File: config.mk
export PLATFORM = sky130hd
export DESIGN_NAME = chunk_pager
export DESIGN_NICKNAME = d
export VERILOG_FILES = /design/src/rtl/chunk_pager_pkg.sv /design/src/rtl/pager_regs.sv /design/src/rtl/pager_map.sv /design/src/rtl/pager_contend.sv /design/src/rtl/chunk_pager.sv
export SDC_FILE = /design/constraint.sdc
export NUM_CORES = 1
export LEC_CHECK = 0
export CORE_ASPECT_RATIO = 0.5
export CORE_MARGIN = 5
export CORE_UTILIZATION = 35
export CTS_BUF_LIST = sky130_fd_sc_hd__clkbuf_8
export DETAILED_ROUTE_END_ITERATION = 10
export PLACE_DENSITY = 0.83
export SLEW_MARGIN = 15
export SYNTH_ARGS = -nofsm -noshare
export SYNTH_HDL_FRONTEND = slang
export SYNTH_SLANG_ARGS = --single-unit
File: constraint.sdc
create_clock -name clk -period 1.53 [get_ports clk]
set_input_delay 0.153 -clock clk [delete_from_list [all_inputs] [get_ports clk]]
set_output_delay 0.153 -clock clk [all_outputs]
set_load 0.1 [all_outputs]
File: src/rtl/chunk_pager_pkg.sv
package chunk_pager_pkg;
  localparam int CPU_AW   = 16;
  localparam int CHUNK_W  = 3;
  localparam int BANK_W   = 3;
  localparam int SLOT_OFF = CPU_AW - 2;
  localparam int PHYS_W   = CPU_AW + 1;

  typedef enum logic [1:0] {
    CS_HOME = 2'd0,
    CS_DOCK = 2'd1,
    CS_EX   = 2'd2,
    CS_ROM  = 2'd3
  } cs_class_e;

  // Bank that the home map places in a 16K slot.
  function automatic logic [BANK_W-1:0] home_bank(input logic [1:0] slot,
                                                  input logic [BANK_W-1:0] sel);
    case (slot)
      2'd0:    home_bank = '0;
      2'd1:    home_bank = BANK_W'(5);
      2'd2:    home_bank = BANK_W'(2);
      default: home_bank = sel;
    endcase
  endfunction

  function automatic cs_class_e home_class(input logic [1:0] slot);
    home_class = (slot == 2'd0) ? CS_ROM : CS_HOME;
  endfunction
endpackage

File: src/rtl/pager_regs.sv
module pager_regs #(
  parameter int AW        = 16,
  parameter int DW        = 8,
  parameter int MASK_PORT = 16'h00F4,
  parameter int SRC_PORT  = 16'h00FF
) (
  input  logic          clk,
  input  logic          rst_n,
  input  logic          io_wr,
  input  logic          io_rd,
  input  logic [AW-1:0] io_addr,
  input  logic [DW-1:0] io_wdata,
  output logic [DW-1:0] io_rdata,
  output logic [DW-1:0] mask_q,
  output logic [DW-1:0] src_byte_q,
  output logic          hit_mask_wr,
  output logic          hit_src_wr
);
  logic sel_mask, sel_src;

  assign sel_mask    = (io_addr == AW'(MASK_PORT));
  assign sel_src     = (io_addr == AW'(SRC_PORT));
  assign hit_mask_wr = io_wr && sel_mask;
  assign hit_src_wr  = io_wr && sel_src;

  always_ff @(posedge clk) begin
    if (!rst_n) begin
      mask_q     <= '0;
      src_byte_q <= '0;
    end else begin
      if (hit_mask_wr) mask_q <= io_wdata;
      if (hit_src_wr)  src_byte_q <= io_wdata;
    end
  end

  assign io_rdata = (io_rd && sel_src) ? src_byte_q : '0;
endmodule

File: src/rtl/pager_map.sv
module pager_map
  import chunk_pager_pkg::*;
#(
  parameter int NCHUNK = 8
) (
  input  logic [CPU_AW-1:0] mem_addr,
  input  logic [NCHUNK-1:0] mask,
  input  logic              src_ex,
  input  logic [BANK_W-1:0] page_bank,
  output logic [PHYS_W-1:0] phys_addr,
  output cs_class_e         cs_class,
  output logic              alt_hit
);
  logic [CHUNK_W-1:0] chunk;
  logic [1:0]         slot;
  logic [NCHUNK-1:0]  chunk_on;

  assign chunk = mem_addr[CPU_AW-1 -: CHUNK_W];
  assign slot  = mem_addr[CPU_AW-1 -: 2];

  for (genvar i = 0; i < NCHUNK; i++) begin : g_chunk
    assign chunk_on[i] = mask[i] && (chunk == CHUNK_W'(i));
  end

  assign alt_hit = |chunk_on;

  always_comb begin
    if (alt_hit) begin
      phys_addr = {src_ex, mem_addr};
      cs_class  = src_ex ? CS_EX : CS_DOCK;
    end else begin
      phys_addr = {home_bank(slot, page_bank), mem_addr[SLOT_OFF-1:0]};
      cs_class  = home_class(slot);
    end
  end
endmodule

File: src/rtl/pager_contend.sv
module pager_contend
  import chunk_pager_pkg::*;
(
  input  logic [1:0]        slot,
  input  logic [BANK_W-1:0] page_bank,
  input  logic              alt_hit,
  output logic              contended
);
  assign contended = !alt_hit && (slot == 2'd3) && page_bank[0];
endmodule

File: src/rtl/chunk_pager.sv
module chunk_pager
  import chunk_pager_pkg::*;
#(
  parameter int MASK_PORT = 16'h00F4,
  parameter int SRC_PORT  = 16'h00FF,
  parameter int SRC_BIT   = 7,
  parameter int DW        = 8
) (
  input  logic              clk,
  input  logic              rst_n,
  input  logic              io_wr,
  input  logic              io_rd,
  input  logic [15:0]       io_addr,
  input  logic [7:0]        io_wdata,
  output logic [7:0]        io_rdata,
  input  logic [15:0]       mem_addr,
  input  logic [2:0]        page_bank,
  output logic [16:0]       phys_addr,
  output logic [1:0]        cs_class,
  output logic              contended
);
  localparam int NCHUNK = 1 << CHUNK_W;

  logic [DW-1:0] mask_q, src_byte_q;
  logic          hit_mask_wr, hit_src_wr, alt_hit;
  cs_class_e     cls;

  pager_regs #(
    .AW(CPU_AW), .DW(DW), .MASK_PORT(MASK_PORT), .SRC_PORT(SRC_PORT)
  ) u_regs (
    .clk(clk), .rst_n(rst_n), .io_wr(io_wr), .io_rd(io_rd),
    .io_addr(io_addr), .io_wdata(io_wdata), .io_rdata(io_rdata),
    .mask_q(mask_q), .src_byte_q(src_byte_q),
    .hit_mask_wr(hit_mask_wr), .hit_src_wr(hit_src_wr)
  );

  pager_map #(.NCHUNK(NCHUNK)) u_map (
    .mem_addr(mem_addr), .mask(mask_q[NCHUNK-1:0]),
    .src_ex(src_byte_q[SRC_BIT]), .page_bank(page_bank),
    .phys_addr(phys_addr), .cs_class(cls), .alt_hit(alt_hit)
  );

  pager_contend u_cont (
    .slot(mem_addr[CPU_AW-1 -: 2]), .page_bank(page_bank),
    .alt_hit(alt_hit), .contended(contended)
  );

  assign cs_class = cls;
endmodule

# Word level (Yosys, flattened, before mapping)
# Index checks and enable logic that the tools add are counted.
[totals]
regBits = 16
output_inout_bits = 28
[op_classes]
eq_ne = 12
mux = 6
reduce_logical = 17
[ops]
columns = ["cell", "n"]
rows = [
  ["equality test 16 x 8 -> 1 bit, second input constant", 2],
  ["2-to-1 mux 17 bit", 1],
  ["logical AND 1 bit", 13],
  ["equality test 3 bit, second input constant", 4],
  ["case mux 3 bit (3 select lines)", 1],
  ["2-to-1 mux 8 bit", 1],
  ["OR reduction 8 bit", 1],
  ["equality test 3 x 2 -> 1 bit, second input constant", 2],
  ["2-to-1 mux 2 bit", 3],
  ["equality test 2 bit, second input constant", 2],
  ["equality test 3 x 1 -> 1 bit, second input constant", 1],
  ["logical NOT 3 bit", 1],
  ["equality test 2 x 1 -> 1 bit, second input constant", 1],
  ["logical NOT 2 bit", 1],
  ["logical NOT 1 bit", 1],
]

# Depth between registers and ports, before layout
# Gate-level depths: netlist (run 1).
[depth]
word_depth = 6
mapped_depth = 5
depth_no_buf = 4

# Cells and area by module
# Synthesis (run 1) repeated with hierarchy kept, for this count alone.
[unflattened]
cells_unflattened = 119
area_unflattened_um2 = 1016.0
[by_module_without_submodules]
columns = ["module", "instances", "cells_per_inst", "area_per_inst_um2"]
rows = [
  ["pager_regs", 1, 83, 765.7],
  ["pager_map", 1, 35, 240.2],
  ["pager_contend", 1, 1, 10.0],
]

# Worst setup path before layout (run 1)
# Ideal clock, no wire load.
[synth_path]
path_kind = "in2out"
from = "input io_addr[13]"
to = "output io_rdata[7]"
t_arrival_ps = 3520
setup_slack_ps = -2143
cell_stages = 3
path_buffers = 0
cell_sequence = "nor4_4 nand4_2 nor4_1"
[synth_via]
elab_chain_cells = 3
[synth_lines]
columns = ["item", "line", "rtl"]
rows = [
  ["start: declaration", "chunk_pager.sv:13", "input logic [15:0] io_addr,"],
  ["equality test 16 x 8 -> 1 bit", "pager_regs.sv:22", "assign sel_src = (io_addr == AW'(SRC_PORT));"],
  ["logical AND 1 bit", "pager_regs.sv:36", "assign io_rdata = (io_rd && sel_src) ? src_byte_q : '0;"],
  ["2-to-1 mux 8 bit", "pager_regs.sv:36", ""],
  ["end: declaration", "chunk_pager.sv:15", "output logic [7:0] io_rdata,"],
]
# Every way passes these cells.

# Worst setup path in the final report (run 1)
[layout_path]
from = "register u_regs.mask_q[2]"
to = "output phys_addr[16]"
[layout_via]
elab_chain_cells = 3
[layout_lines]
columns = ["item", "line", "rtl"]
rows = [
  ["start: declaration", "pager_regs.sv:14", "output logic [DW-1:0] mask_q,"],
  ["start signal: assignment", "pager_regs.sv:31", "if (hit_mask_wr) mask_q <= io_wdata;"],
  ["logical AND 1 bit", "pager_map.sv:22", "assign chunk_on[i] = mask[i] && (chunk == CHUNK_W'(i));"],
  ["OR reduction 8 bit", "pager_map.sv:25", "assign alt_hit = |chunk_on;"],
  ["2-to-1 mux 17 bit", "pager_map.sv:28", "if (alt_hit) begin"],
  ["end: declaration", "chunk_pager.sv:18", "output logic [16:0] phys_addr,"],
]
# Every way passes these cells.

==> results.sh, run 1 <==
export IMPL_max_cap_viol_count=0
export IMPL_most_common_layout_cells="nand2_1 (28), mux2i_1 (17), buf_12 (17)"
export IMPL_skew_ns=0
export IMPL_place_congestion=0.769
export IMPL_clkPwrFrac=0.337
export IMPL_route_detailed_drc=0
export IMPL_worstSetupStartpointType="register"
export IMPL_area_delta_synth_final_pct=93.0
export IMPL_layout_nets=220
export IMPL_cellPowerDensity_nw_per_um2=554
export IMPL_crit_type="reg -> out"
export IMPL_clk_path_buf_depth=2
export IMPL_crit_path_end="phys_addr[16]"
export IMPL_rr_endpoint="u_regs.mask_q[0]"
export IMPL_grt_use_met2=0.267
export IMPL_layout_cells_most_common="nand2_1"
export IMPL_comb_power_share=0.272
export IMPL_synth_warnings=0
export IMPL_rsz0062_at_grt="true"
export IMPL_core_area_um2=2650
export IMPL_dieWidth_um=85.5
export IMPL_insertion_delay_ns=0.24
export IMPL_top_usage_layer="met2"
export IMPL_final_area_um2=1920
export IMPL_via_count=961
export IMPL_holdWs_ns=0.306
export IMPL_vdd_drop_max_uv=483
export IMPL_numCtsBuffers=3
export IMPL_ios=75
export IMPL_arrival_ns=1.74
export IMPL_start_util=0.376
export IMPL_synth_fp_nets=164
export IMPL_period_minus_slack_ns=1.90
export IMPL_ys_types=22
export IMPL_synth_top_area_frac=0.321
export IMPL_fin_crit_sh=1.24
export IMPL_setup_viol=3
export IMPL_crit_start="u_regs.mask_q[2]"
export IMPL_cp_max_fo=2
export IMPL_hp_class="in -> out"
export IMPL_worstPathRequired_ns=1.38
export IMPL_n_fill_cell=181
export IMPL_worst_r2r_cell_count=3
export IMPL_antenna_found_initial=0
export IMPL_hold_buffers=0
export IMPL_overflow=0
export IMPL_cts_tree="yes"
export IMPL_drive_gt1_frac=0.471
export IMPL_ys_ff_latch=16
export IMPL_clkTransAtPathRegs_ns=0.06
export IMPL_r2r_slack_ns=0.82
export IMPL_grt_pass1_wl_um=4670
export IMPL_syn_area_um2=997
export IMPL_viasPerCell=4.60
export IMPL_die_area_um2=4080
export IMPL_clock_root_buffer="clkbuf_8"
export IMPL_regToRegStartpoint="u_regs.mask_q[0]"
export IMPL_relSlewSlack=0.774
export IMPL_power_switching_w=0.000286
export IMPL_grtUsageMet3=0.0223
export IMPL_grtUsageTotal=0.148
export IMPL_ys_seq_area_frac=0.321
export IMPL_avgSynthCellArea_um2=8.52
export IMPL_dr_pass1_iters=2
export IMPL_diodes=0
export IMPL_port_buffer_count=48
export IMPL_power_leakage_nw=0.778
export IMPL_place_hpwl_um=2380
export IMPL_wirelength_um=2870
export IMPL_outcome="finished, violations left"
export IMPL_die_height_um=47.7
export IMPL_wl_per_cell_um=13.7
export IMPL_seqPwrFrac=0.391
export IMPL_drv_slew=0
export IMPL_row_count=13
export IMPL_grt_pass1_vias=973
export IMPL_cts_max_level=1
export IMPL_layout_setup_ws_ns=-0.366
export IMPL_gr_usage_met1=0.185
export IMPL_yosysTopAreaCell="dfxtp_1"
export IMPL_fmax_ghz=0.528
export IMPL_yosys_top_cells_area="dfxtp_1 (32%), mux2i_1 (21%), nand2_1 (11%), buf_4 (11%), and2_1 (4.4%)"
export IMPL_postSynthCellCount=117
export IMPL_p_int_w=0.000780
export IMPL_dr_first_iter_drc_count=16
export IMPL_worst_pin_slew_ns=0.340
export IMPL_finalHoldViolCount=0
export IMPL_place_area_um2=1850
export IMPL_grt_start_max_net_pins=25
export IMPL_cts_sinks=16
export IMPL_final_antenna_net_count=0
export IMPL_switching_share=0.268
export IMPL_critPathCaptureType="primary output"
export IMPL_violations="setup timing"
-- per-layer routing --
| metal | up-vias | routed length, um |
|---|---|---|
| li1 | 495 | - |
| met1 | 437 | 1300 |
| met2 | 23 | 1400 |
| met3 | 6 | 146 |
| met4 | 0 | 29 |
| met5 | - | 0 |
-- flip-flops by register name, summed over array words and instances, names as in the netlist --
| register | flops |
|---|---|
| u_regs.mask_q | 8 |
| u_regs.src_byte_q | 8 |
-- cell usage after synthesis (all sizes together) --
master  count
o21ai       3
mux2        1
a31oi       1
nand4       1
nand2      29
nand2b      1
and2        7
buf        14
a311oi      1
nor3        6
inv         4
mux2i      21
and3        1
dfxtp      16
nand3       2
o22ai       1
clkbuf      3
nor2        2
nor4        3
-- how the worst min path moves through the flow --
stage / startpoint / endpoint / cells past startpoint
final: mem_addr[11] / phys_addr[11] / 0
after global routing: mem_addr[9] / phys_addr[9] / 0
after CTS: mem_addr[10] / phys_addr[10] / 0
after detailed placement: mem_addr[10] / phys_addr[10] / 0
after global placement: mem_addr[10] / phys_addr[10] / 0
after floorplan: io_wdata[5] / u_regs.mask_q[5] / 2
-- timing repair --
action                     4_1_cts  5_1_grt
setup endpoints to repair       22       13
resized for setup               50       11
pin swaps                        9        9
buffers inserted                 1        0
-- worst max-delay path, cell delays in order (launching register included) --
cell and delay [ns]:
dfxtp_2 0.33, mux2i_2 0.16, o22ai_2 0.12, a311oi_4 0.37, mux2i_4 0.31, buf_12 0.19
-- cell families (layout without fill, tap and decap cells) --
family	Yosys count	after routing	share of synthesized area
AOI/OAI and AO/OA	6	6	0.0364
buffers and inverters	21	76	0.132
DFF	16	16	0.321
and+or+nand+nor	52	52	0.289
muxes	22	22	0.222
-- power groups by stage --
stage	Combinational, W	Sequential [W]	Clock [W]
after global placement	0.000296	0.000426	0
after global routing	0.000304	0.000416	0.000387
after CTS	0.000289	0.000417	0.000367
after detailed placement	0.000300	0.000426	0
after floorplan	0.000296	0.000426	0
final	0.000291	0.000417	0.000359
-- cell type report --
cell class / count / area, um^2 / share of cell area
Clock buffer: 4 / 55.1 / 0.0286
Multi-Input combinational cell: 80 / 704 / 0.366
Sequential cell: 16 / 325 / 0.169
Inverter: 4 / 15.0 / 0.00780
Timing Repair Buffer: 68 / 778 / 0.404
Tap cell: 37 / 46.3 / 0.0241
-- stage by stage --
step | instances | setup WS (ns) | power [W] | TNS, ns | utilization
after floorplan | 117 | -0.384 | 0.000722 | -1.41 | -
after global placement | 205 | -0.592 | 0.000722 | -9.33 | 0.698
after detailed placement | 205 | -0.647 | 0.000725 | -9.97 | 0.698
after CTS | 210 | -0.365 | 0.00107 | -0.933 | 0.721
after global routing | 209 | -0.407 | 0.00111 | -1.41 | 0.726
final | 209 | -0.366 | 0.00107 | -0.932 | 0.726
Note: power is estimated with default switching activity, not from simulation.
==> inputs of run 2 (changes only) <==
--- a/config.mk
+++ b/config.mk
@@ -9,6 +9,7 @@
 export CORE_MARGIN = 5
 export CORE_UTILIZATION = 35
 export CTS_BUF_LIST = sky130_fd_sc_hd__clkbuf_8
+export CTS_CLUSTER_DIAMETER = 60
 export DETAILED_ROUTE_END_ITERATION = 10
 export PLACE_DENSITY = 0.83
 export SLEW_MARGIN = 15
==> results of run 2 <==
Same layout as run 1: the final DEF is identical, and so are final timing and power.
